<file path="src/rtl/phy_probe_pkg.sv">
// Shared constants and types for the PHY discovery sequencer.
// Assumes the standard management register layout: register 1 holds
// status, registers 2 and 3 hold the identifier halves.
package phy_probe_pkg;

    localparam int ADDR_W = 5;
    localparam int REG_W  = 5;
    localparam int DATA_W = 16;
    localparam int ID_W   = 2 * DATA_W;

    localparam logic [REG_W-1:0]  REG_STATUS = REG_W'(1);
    localparam logic [REG_W-1:0]  REG_IDHI   = REG_W'(2);
    localparam logic [REG_W-1:0]  REG_IDLO   = REG_W'(3);
    localparam int                BIT_ANEG   = 5;
    localparam int                BIT_LINK   = 2;
    localparam logic [DATA_W-1:0] NO_PHY     = '1;

    typedef enum logic [1:0] {
        ST_IDLE,
        ST_ISSUE,
        ST_RESP,
        ST_PAUSE
    } seq_state_t;

    typedef enum logic [1:0] {
        STEP_IDHI,
        STEP_IDLO,
        STEP_POLL
    } seq_step_t;

endpackage

</file>
<file path="src/rtl/phy_wait_timer.sv">
// Single shared down-counter for all pauses of the sequencer.
// Assumes load_val >= 1; busy stays high from the cycle after a load
// until the count has drained to zero.
module phy_wait_timer #(
    parameter int CNT_W = 16
) (
    input  logic             clk,
    input  logic             rst_n,
    input  logic             load,
    input  logic [CNT_W-1:0] load_val,
    output logic             busy
);

    logic [CNT_W-1:0] remain;

    // Load a new pause length or count down toward zero.
    always_ff @(posedge clk) begin
        if (!rst_n) begin
            remain <= '0;
        end else if (load) begin
            remain <= load_val;
        end else if (remain != '0) begin
            remain <= remain - 1'b1;
        end
    end

    // Pause is in progress while any count remains.
    always_comb begin
        busy = (remain != '0);
    end

endmodule

</file>
<file path="src/rtl/phy_id_match.sv">
// Compares the discovered identifier with a configured known value.
// Assumes id is only meaningful while valid is high.
module phy_id_match #(
    parameter int              ID_W  = 32,
    parameter logic [ID_W-1:0] KNOWN = 32'h0022_561B
) (
    input  logic            valid,
    input  logic [ID_W-1:0] id,
    output logic            known
);

    // Flag a match only for a valid identifier.
    always_comb begin
        known = valid && (id == KNOWN);
    end

endmodule

</file>
<file path="src/rtl/phy_probe_ctrl.sv">
// Sequencing core: address scan with retries, identifier capture,
// cached-result shortcut, and status polling with a bounded budget.
// Assumes the management master returns exactly one mdio_done per
// mdio_req and that the pause timer reports busy the cycle after a load.
module phy_probe_ctrl
    import phy_probe_pkg::*;
#(
    parameter int MAX_PASSES = 11,
    parameter int MAX_POLLS  = 16,
    parameter int PASS_CYC   = 500_000,
    parameter int POLL_CYC   = 25_000,
    parameter int TMR_W      = 20
) (
    input  logic              clk,
    input  logic              rst_n,
    input  logic              start,
    output logic              busy,
    output logic              done,
    output logic              mdio_req,
    output logic [ADDR_W-1:0] mdio_phy,
    output logic [REG_W-1:0]  mdio_reg,
    input  logic              mdio_done,
    input  logic [DATA_W-1:0] mdio_rdata,
    output logic              tmr_load,
    output logic [TMR_W-1:0]  tmr_val,
    input  logic              tmr_busy,
    output logic [ADDR_W-1:0] phy_addr,
    output logic              phy_valid,
    output logic [ID_W-1:0]   phy_id,
    output logic              not_found,
    output logic              link_up,
    output logic              link_timeout
);

    localparam int PASS_W = $clog2(MAX_PASSES + 1);
    localparam int POLL_W = $clog2(MAX_POLLS + 1);
    localparam logic [PASS_W-1:0] LAST_PASS = PASS_W'(MAX_PASSES - 1);
    localparam logic [POLL_W-1:0] LAST_POLL = POLL_W'(MAX_POLLS - 1);
    localparam logic [ADDR_W-1:0] TOP_ADDR  = '1;

    seq_state_t        state;
    seq_step_t         step;
    logic [ADDR_W-1:0] scan_addr;
    logic [PASS_W-1:0] pass_cnt;
    logic [POLL_W-1:0] poll_cnt;
    logic [DATA_W-1:0] id_hi;

    logic rsp_now;
    logic absent;
    logic pass_end;
    logic link_good;
    logic retry_pass;
    logic retry_poll;

    // Decode the response arriving in this cycle.
    always_comb begin
        rsp_now    = (state == ST_RESP) && mdio_done;
        absent     = (mdio_rdata == NO_PHY);
        pass_end   = absent && (scan_addr == TOP_ADDR);
        link_good  = mdio_rdata[BIT_ANEG] && mdio_rdata[BIT_LINK];
        retry_pass = rsp_now && (step == STEP_IDHI) && pass_end && (pass_cnt != LAST_PASS);
        retry_poll = rsp_now && (step == STEP_POLL) && !link_good && (poll_cnt != LAST_POLL);
    end

    // Start the shared pause timer for whichever wait follows.
    always_comb begin
        tmr_load = retry_pass || retry_poll;
        tmr_val  = (step == STEP_POLL) ? TMR_W'(POLL_CYC) : TMR_W'(PASS_CYC);
    end

    // Drive the request fields from the current step.
    always_comb begin
        busy     = (state != ST_IDLE);
        mdio_req = (state == ST_ISSUE);
        unique case (step)
            STEP_IDHI: begin
                mdio_phy = scan_addr;
                mdio_reg = REG_IDHI;
            end
            STEP_IDLO: begin
                mdio_phy = scan_addr;
                mdio_reg = REG_IDLO;
            end
            default: begin
                mdio_phy = phy_addr;
                mdio_reg = REG_STATUS;
            end
        endcase
    end

    // Main sequence state, counters and result registers.
    always_ff @(posedge clk) begin
        if (!rst_n) begin
            state        <= ST_IDLE;
            step         <= STEP_IDHI;
            scan_addr    <= '0;
            pass_cnt     <= '0;
            poll_cnt     <= '0;
            id_hi        <= '0;
            done         <= 1'b0;
            phy_addr     <= TOP_ADDR;
            phy_valid    <= 1'b0;
            phy_id       <= '0;
            not_found    <= 1'b0;
            link_up      <= 1'b0;
            link_timeout <= 1'b0;
        end else begin
            done <= 1'b0;
            unique case (state)
                ST_IDLE: begin
                    if (start) begin
                        if (phy_valid) begin
                            done <= 1'b1;
                        end else begin
                            step         <= STEP_IDHI;
                            scan_addr    <= '0;
                            pass_cnt     <= '0;
                            poll_cnt     <= '0;
                            not_found    <= 1'b0;
                            link_up      <= 1'b0;
                            link_timeout <= 1'b0;
                            state        <= ST_ISSUE;
                        end
                    end
                end
                ST_ISSUE: begin
                    state <= ST_RESP;
                end
                ST_RESP: begin
                    if (mdio_done) begin
                        unique case (step)
                            STEP_IDHI: begin
                                if (!absent) begin
                                    id_hi <= mdio_rdata;
                                    step  <= STEP_IDLO;
                                    state <= ST_ISSUE;
                                end else if (!pass_end) begin
                                    scan_addr <= scan_addr + 1'b1;
                                    state     <= ST_ISSUE;
                                end else if (retry_pass) begin
                                    scan_addr <= '0;
                                    pass_cnt  <= pass_cnt + 1'b1;
                                    state     <= ST_PAUSE;
                                end else begin
                                    not_found <= 1'b1;
                                    phy_addr  <= TOP_ADDR;
                                    done      <= 1'b1;
                                    state     <= ST_IDLE;
                                end
                            end
                            STEP_IDLO: begin
                                phy_id    <= {id_hi, mdio_rdata};
                                phy_addr  <= scan_addr;
                                phy_valid <= 1'b1;
                                poll_cnt  <= '0;
                                step      <= STEP_POLL;
                                state     <= ST_ISSUE;
                            end
                            default: begin
                                poll_cnt <= poll_cnt + 1'b1;
                                if (link_good) begin
                                    link_up <= 1'b1;
                                    done    <= 1'b1;
                                    state   <= ST_IDLE;
                                end else if (retry_poll) begin
                                    state <= ST_PAUSE;
                                end else begin
                                    link_timeout <= 1'b1;
                                    done         <= 1'b1;
                                    state        <= ST_IDLE;
                                end
                            end
                        endcase
                    end
                end
                default: begin
                    if (!tmr_busy) begin
                        state <= ST_ISSUE;
                    end
                end
            endcase
        end
    end

endmodule

</file>
<file path="src/rtl/phy_probe_seq.sv">
// Top of the PHY discovery and link-wait sequencer. Derives pause
// lengths from CLK_HZ and wires the sequencing core, the shared pause
// timer and the identifier comparator together.
// Assumes CLK_HZ is at least 2000 so that every pause lasts one or more cycles.
module phy_probe_seq
    import phy_probe_pkg::*;
#(
    parameter int              CLK_HZ     = 50_000_000,
    parameter int              MAX_PASSES = 11,
    parameter int              MAX_POLLS  = 16,
    parameter logic [ID_W-1:0] KNOWN_ID   = 32'h0022_561B
) (
    input  logic              clk,
    input  logic              rst_n,
    input  logic              start,
    output logic              busy,
    output logic              done,
    output logic              mdio_req,
    output logic [ADDR_W-1:0] mdio_phy,
    output logic [REG_W-1:0]  mdio_reg,
    input  logic              mdio_done,
    input  logic [DATA_W-1:0] mdio_rdata,
    output logic [ADDR_W-1:0] phy_addr,
    output logic              phy_valid,
    output logic [ID_W-1:0]   phy_id,
    output logic              id_known,
    output logic              not_found,
    output logic              link_up,
    output logic              link_timeout
);

    localparam int PASS_RAW = CLK_HZ / 100;
    localparam int POLL_RAW = CLK_HZ / 2000;
    localparam int PASS_CYC = (PASS_RAW < 1) ? 1 : PASS_RAW;
    localparam int POLL_CYC = (POLL_RAW < 1) ? 1 : POLL_RAW;
    localparam int TMR_W    = $clog2(PASS_CYC + 1);

    logic             tmr_load;
    logic [TMR_W-1:0] tmr_val;
    logic             tmr_busy;

    phy_probe_ctrl #(
        .MAX_PASSES (MAX_PASSES),
        .MAX_POLLS  (MAX_POLLS),
        .PASS_CYC   (PASS_CYC),
        .POLL_CYC   (POLL_CYC),
        .TMR_W      (TMR_W)
    ) u_ctrl (
        .clk          (clk),
        .rst_n        (rst_n),
        .start        (start),
        .busy         (busy),
        .done         (done),
        .mdio_req     (mdio_req),
        .mdio_phy     (mdio_phy),
        .mdio_reg     (mdio_reg),
        .mdio_done    (mdio_done),
        .mdio_rdata   (mdio_rdata),
        .tmr_load     (tmr_load),
        .tmr_val      (tmr_val),
        .tmr_busy     (tmr_busy),
        .phy_addr     (phy_addr),
        .phy_valid    (phy_valid),
        .phy_id       (phy_id),
        .not_found    (not_found),
        .link_up      (link_up),
        .link_timeout (link_timeout)
    );

    phy_wait_timer #(
        .CNT_W (TMR_W)
    ) u_timer (
        .clk      (clk),
        .rst_n    (rst_n),
        .load     (tmr_load),
        .load_val (tmr_val),
        .busy     (tmr_busy)
    );

    phy_id_match #(
        .ID_W  (ID_W),
        .KNOWN (KNOWN_ID)
    ) u_match (
        .valid (phy_valid),
        .id    (phy_id),
        .known (id_known)
    );

endmodule

</file>
<file path="config.mk">
export PLATFORM = sky130hd
export DESIGN_NAME = phy_probe_seq
export DESIGN_NICKNAME = d
export VERILOG_FILES = /design/src/rtl/phy_probe_pkg.sv /design/src/rtl/phy_wait_timer.sv /design/src/rtl/phy_id_match.sv /design/src/rtl/phy_probe_ctrl.sv /design/src/rtl/phy_probe_seq.sv
export SDC_FILE = /design/constraint.sdc
export NUM_CORES = 1
export LEC_CHECK = 0
export ABC_AREA = 0
export BUFFER_PORTS_ARGS = -buffer_cell sky130_fd_sc_hd__buf_2
export CAP_MARGIN = 20
export CORE_ASPECT_RATIO = 0.8
export CORE_MARGIN = 5
export CORE_UTILIZATION = 52
export DETAILED_ROUTE_END_ITERATION = 6
export PLACE_DENSITY = 0.75
export SYNTH_ARGS = -nofsm -noshare
export SYNTH_HDL_FRONTEND = slang
export SYNTH_SLANG_ARGS = --single-unit
</file>
<file path="constraint.sdc">
create_clock -name clk -period 2.4 [get_ports clk]
set_clock_uncertainty 0.05 [all_clocks]
set_input_delay 0.48 -clock clk [delete_from_list [all_inputs] [get_ports clk]]
set_output_delay 0.48 -clock clk [all_outputs]
set_load 0.02 [all_outputs]
</file>
==> summary.md <==
| Metric | Value |
|---|---|
| Routability Congestion | 0.885 |
| Global-route usage over all layers | 22.4% |
| # nets final | 638 |
| Share of synthesized cell area in and, or, nand and nor gates | 26.1% |
| Post-detailed-route DRC marker count | 0 |
| Max-Cap Viols | 0 |
| Cell Count Post-Placement | 705 |
| CP max stage cell | sky130_fd_sc_hd__nor4b_1 |
| Synth Area per Inst | 8.06 um^2 |
| Final global-route overflow total | 0 |
| Number of antenna violations at the first check in global routing | 0 |
| Post-Synthesis Cells | 531 |
| Post-Synth XOR/XNOR Area | 3.07% |
| Post-layout total power | 0.00447 W |
| Met2 layer wire length in the routed design | 5070 um |
| Worst voltage drop across the vdd grid | 0.461 mV |
| Synth-to-layout area growth | 17.6% |
| Endpoint type of the worst setup path | primary output |
| Distinct cells, synth | 60 |
| Pwr per Cell Area | 888 nW/um^2 |
| Share of Yosys cell area claimed by the top area cell type | 44.4% |
| Synth Cell Area | 4280 um^2 |
| Worst Path Required | 1.87 ns |
| Cell types with the highest counts after synthesis | sky130_fd_sc_hd__nand2_1 (122), sky130_fd_sc_hd__dfxtp_1 (95), sky130_fd_sc_hd__a21oi_1 (69), sky130_fd_sc_hd__nor2_1 (35) |
| Horizontal extent of the die | 111 um |
| Flop-to-flop setup slack | 0.12 ns |
| Area taken by flip-flops and latches | 1900 um^2 |
| DRT antenna net count | 0 |
| Most common cell in the netlist | sky130_fd_sc_hd__nand2_1 |
| Period utilization | 99.9% |
| Source-to-sink clock delay at the later pin of the worst-skew pair | 0.37 ns |
| Maximum number of pins on one net before global-route repair | 46 |
| Clock slew at the register clock pins of the worst setup and hold paths | 0.10 ns |
| Cts bufs inserted | 9 |
| Fmax | 0.417 GHz |
| Final Hold Violating Endpoints | 0 |
| Share of the synthesized area in compound gates (AO/OA/AOI/OAI) | 17.2% |
| Maximum level of the CTS H-tree | 3 |
| Async set-reset flop share out of synthesis | 0% |
| Die ar. | 10200 um^2 |
| Length of routed wiring on met1 | 5340 um |
| Quantity of I/O buffers inserted on ports | 71 |
| Post-CTS Setup Bufs | 0 |
| Crit Path Category | reg -> out |
| Slowest Stage Delay on Critical Path | 0.52 ns |
| # rows | 29 |
| Wire length on met3 | 787 um |
| Leak Pwr | 2.00 nW |
| Period minus WS final | 2.40 ns |
| Data arrival time of the critical path | 1.87 ns |
| First-pass DRT Iterations | 5 |
| Arithmetic-cell share of the synthesized area counting full adders, half adders and majority gates | 2.92% |
| Aggregate negative setup slack | 0 ns |
| Core area | 7980 um^2 |
| Clock tree from TritonCTS | yes |
| Global-route wire length before repair | 18600 um |
| Count of boundary I/O pins | 75 |
| Worst Hold Class | in -> reg |
| Mux contribution to synthesized area | 2.05% |
| Number of vias per cell after detailed routing | 5.66 |
| Leading register cell type out of synthesis | sky130_fd_sc_hd__dfxtp_1 |
| Worst path cell trace | nor4b_1 > nand4_1 > nor4_1 > buf_2 |
| Count of fill cells added during filler insertion | 729 |
| Kind of cell with the highest combined delay on the critical path | simple AND/OR/NAND/NOR gates |
| Peak fanout along the critical path | 3 |
| Final max-slew violation count | 0 |
| Violation count after the first detailed-routing iteration | 370 |
| Num Clock Sinks | 95 |
| DRT Wirelength | 11400 um |
| Main combinational cell family by area after synthesis | simple AND/OR/NAND/NOR gates |
| Starting density of the core | 53.6% |
| Clk buf depth | 2 |
| Root Buffer Master | sky130_fd_sc_hd__clkbuf_8 |
| Seq cells post-synth | 95 |
| Count of vias placed by the detailed router | 4083 |
| Tightest Pin Transition | 0.572 ns |
| Worst-case setup slack after placement | 0.0506 ns |
| Final routed wire length divided by cell count | 15.8 um |
| Finished Core Util | 63.1% |
| Outcome | completed |
| Via count of the first global-routing pass | 3895 |
| Highest routed metal layer | met4 |
| Setup repair after global routing missed its margin | true |
| Ys Warns | 0 |
| Combined area of the multi-input logic cells | 2250 um^2 |
| Total setup violations reported at the end of the flow | 0 |
| Post-synth EDFFs | 0 |
| Cell type with the highest aggregate area in the netlist | sky130_fd_sc_hd__dfxtp_1 |
| Share of synthesized area occupied by flip-flops and latches | 44.4% |
| Main area contributors after synthesis | sky130_fd_sc_hd__dfxtp_1 (44%), sky130_fd_sc_hd__nand2_1 (11%), sky130_fd_sc_hd__a21oi_1 (8.1%) |
| Post-detail-place hpwl | 8210 um |
| Non-filler instance count after layout | 721 |
| Total buffers and inverters traversed by the critical path | 1 |
| Max-slew headroom at the worst pin | 61.8% |
| Die height | 91.2 um |
| Startpoint class of the critical path | flip-flop |
| Least setup slack across all paths after layout | 0.00258 ns |
| Antenna Cells | 0 |
| Share of cells above drive strength 1 | 21.2% |
-- state kept, by name, indices dropped and copies added, names as in the netlist --
register	count
u_ctrl.phy_addr	5
u_ctrl.not_found	1
u_ctrl.state	2
u_ctrl.poll_cnt	5
u_ctrl.link_up	1
u_ctrl.pass_cnt	4
u_ctrl.phy_id	32
u_ctrl.id_hi	16
u_ctrl.scan_addr	5
u_timer.remain	19
u_ctrl.done	1
u_ctrl.step	2
u_ctrl.link_timeout	1
u_ctrl.phy_valid	1
-- placed cells by master (no fill, tap or decap), types with 4 or more instances in the layout --
master                     instances
sky130_fd_sc_hd__and2_1            4
sky130_fd_sc_hd__nand2_1         121
sky130_fd_sc_hd__inv_1            12
sky130_fd_sc_hd__xor2_1           13
sky130_fd_sc_hd__o21ai_0          21
sky130_fd_sc_hd__ha_1              8
sky130_fd_sc_hd__a31oi_1           4
sky130_fd_sc_hd__nor2_1           35
sky130_fd_sc_hd__or4_1             7
sky130_fd_sc_hd__mux2_2            6
sky130_fd_sc_hd__nor4_1           10
sky130_fd_sc_hd__a21oi_1          69
sky130_fd_sc_hd__nand3_1          16
sky130_fd_sc_hd__nand2b_1          4
sky130_fd_sc_hd__and3_1            4
sky130_fd_sc_hd__dfxtp_1          93
sky130_fd_sc_hd__buf_4            20
sky130_fd_sc_hd__nor3_1            6
sky130_fd_sc_hd__nand4_1           7
sky130_fd_sc_hd__buf_2            71
sky130_fd_sc_hd__clkbuf_8         11
-- layer usage --
layer | GRT usage, % | vias up
li1 | - | 2009
met1 | 31.4 | 1903
met2 | 33.9 | 155
met3 | 5.85 | 16
met4 | 6.89 | 0
met5 | 0 | -
-- final timing paths --
| kind | endpoint | start | cells after the start |
|---|---|---|---|
| worst max-delay path | id_known | u_ctrl.phy_id[29] | 4 |
| worst min-delay path | u_ctrl.phy_id[8] | mdio_rdata[8] | 3 |
| worst max register to register | u_timer.remain[1] | u_timer.remain[0] | 7 |
| worst min register to register | u_ctrl.phy_id[22] | u_ctrl.id_hi[6] | 2 |
-- stage by stage --
| step | hold WS, ns | instance area (um^2) |
|---|---|---|
| detailed placement | 0.394 | 4800 |
| CTS | 0.316 | 5000 |
| floorplan | 0.382 | 4290 |
| global route | 0.312 | 5030 |
| global placement | 0.390 | 4800 |
| finish | 0.326 | 5030 |
-- power by group --
group | switching (W) | internal, W
logic | 0.000941 | 0.000615
registers | 0.000155 | 0.00173
clock network | 0.000581 | 0.000441
total | 0.00168 | 0.00279
-- worst min-delay path, delay by kind of cell --
kind,cells,cell delay [ns]
AO/OA/AOI/OAI,1,0.05
buffers and inverters,1,0.11
AND/OR/NAND/NOR,1,0.05
-- final cells by class --
| type | instances | area share (%) |
|---|---|---|
| multi-input combinational | 398 | 44.7 |
| sequential | 95 | 37.8 |
| timing repair buffer | 91 | 10.0 |
| clock buffer | 11 | 3.01 |
| tap | 108 | 2.68 |
| inverter | 13 | 0.969 |
| clock inverter | 5 | 0.795 |
-- logic make-up after synthesis --
| logic type | Yosys count |
|---|---|
| AO/OA/AOI/OAI | 125 |
| XOR/XNOR | 15 |
| adder cells (fa/ha/maj) | 10 |
| buffers and inverters | 40 |
| flip-flops | 95 |
| multiplexers | 8 |
| other | 1 |
| AND/OR/NAND/NOR | 237 |
-- timing repair --
| item | in CTS | in global routing |
|---|---|---|
| resized for setup | 3 | 7 |
| hold buffers | 0 | 0 |
| pin swaps | 0 | 2 |
| setup endpoints to repair | 1 | 12 |
No activity file was read; power rests on OpenSTA's default activity.
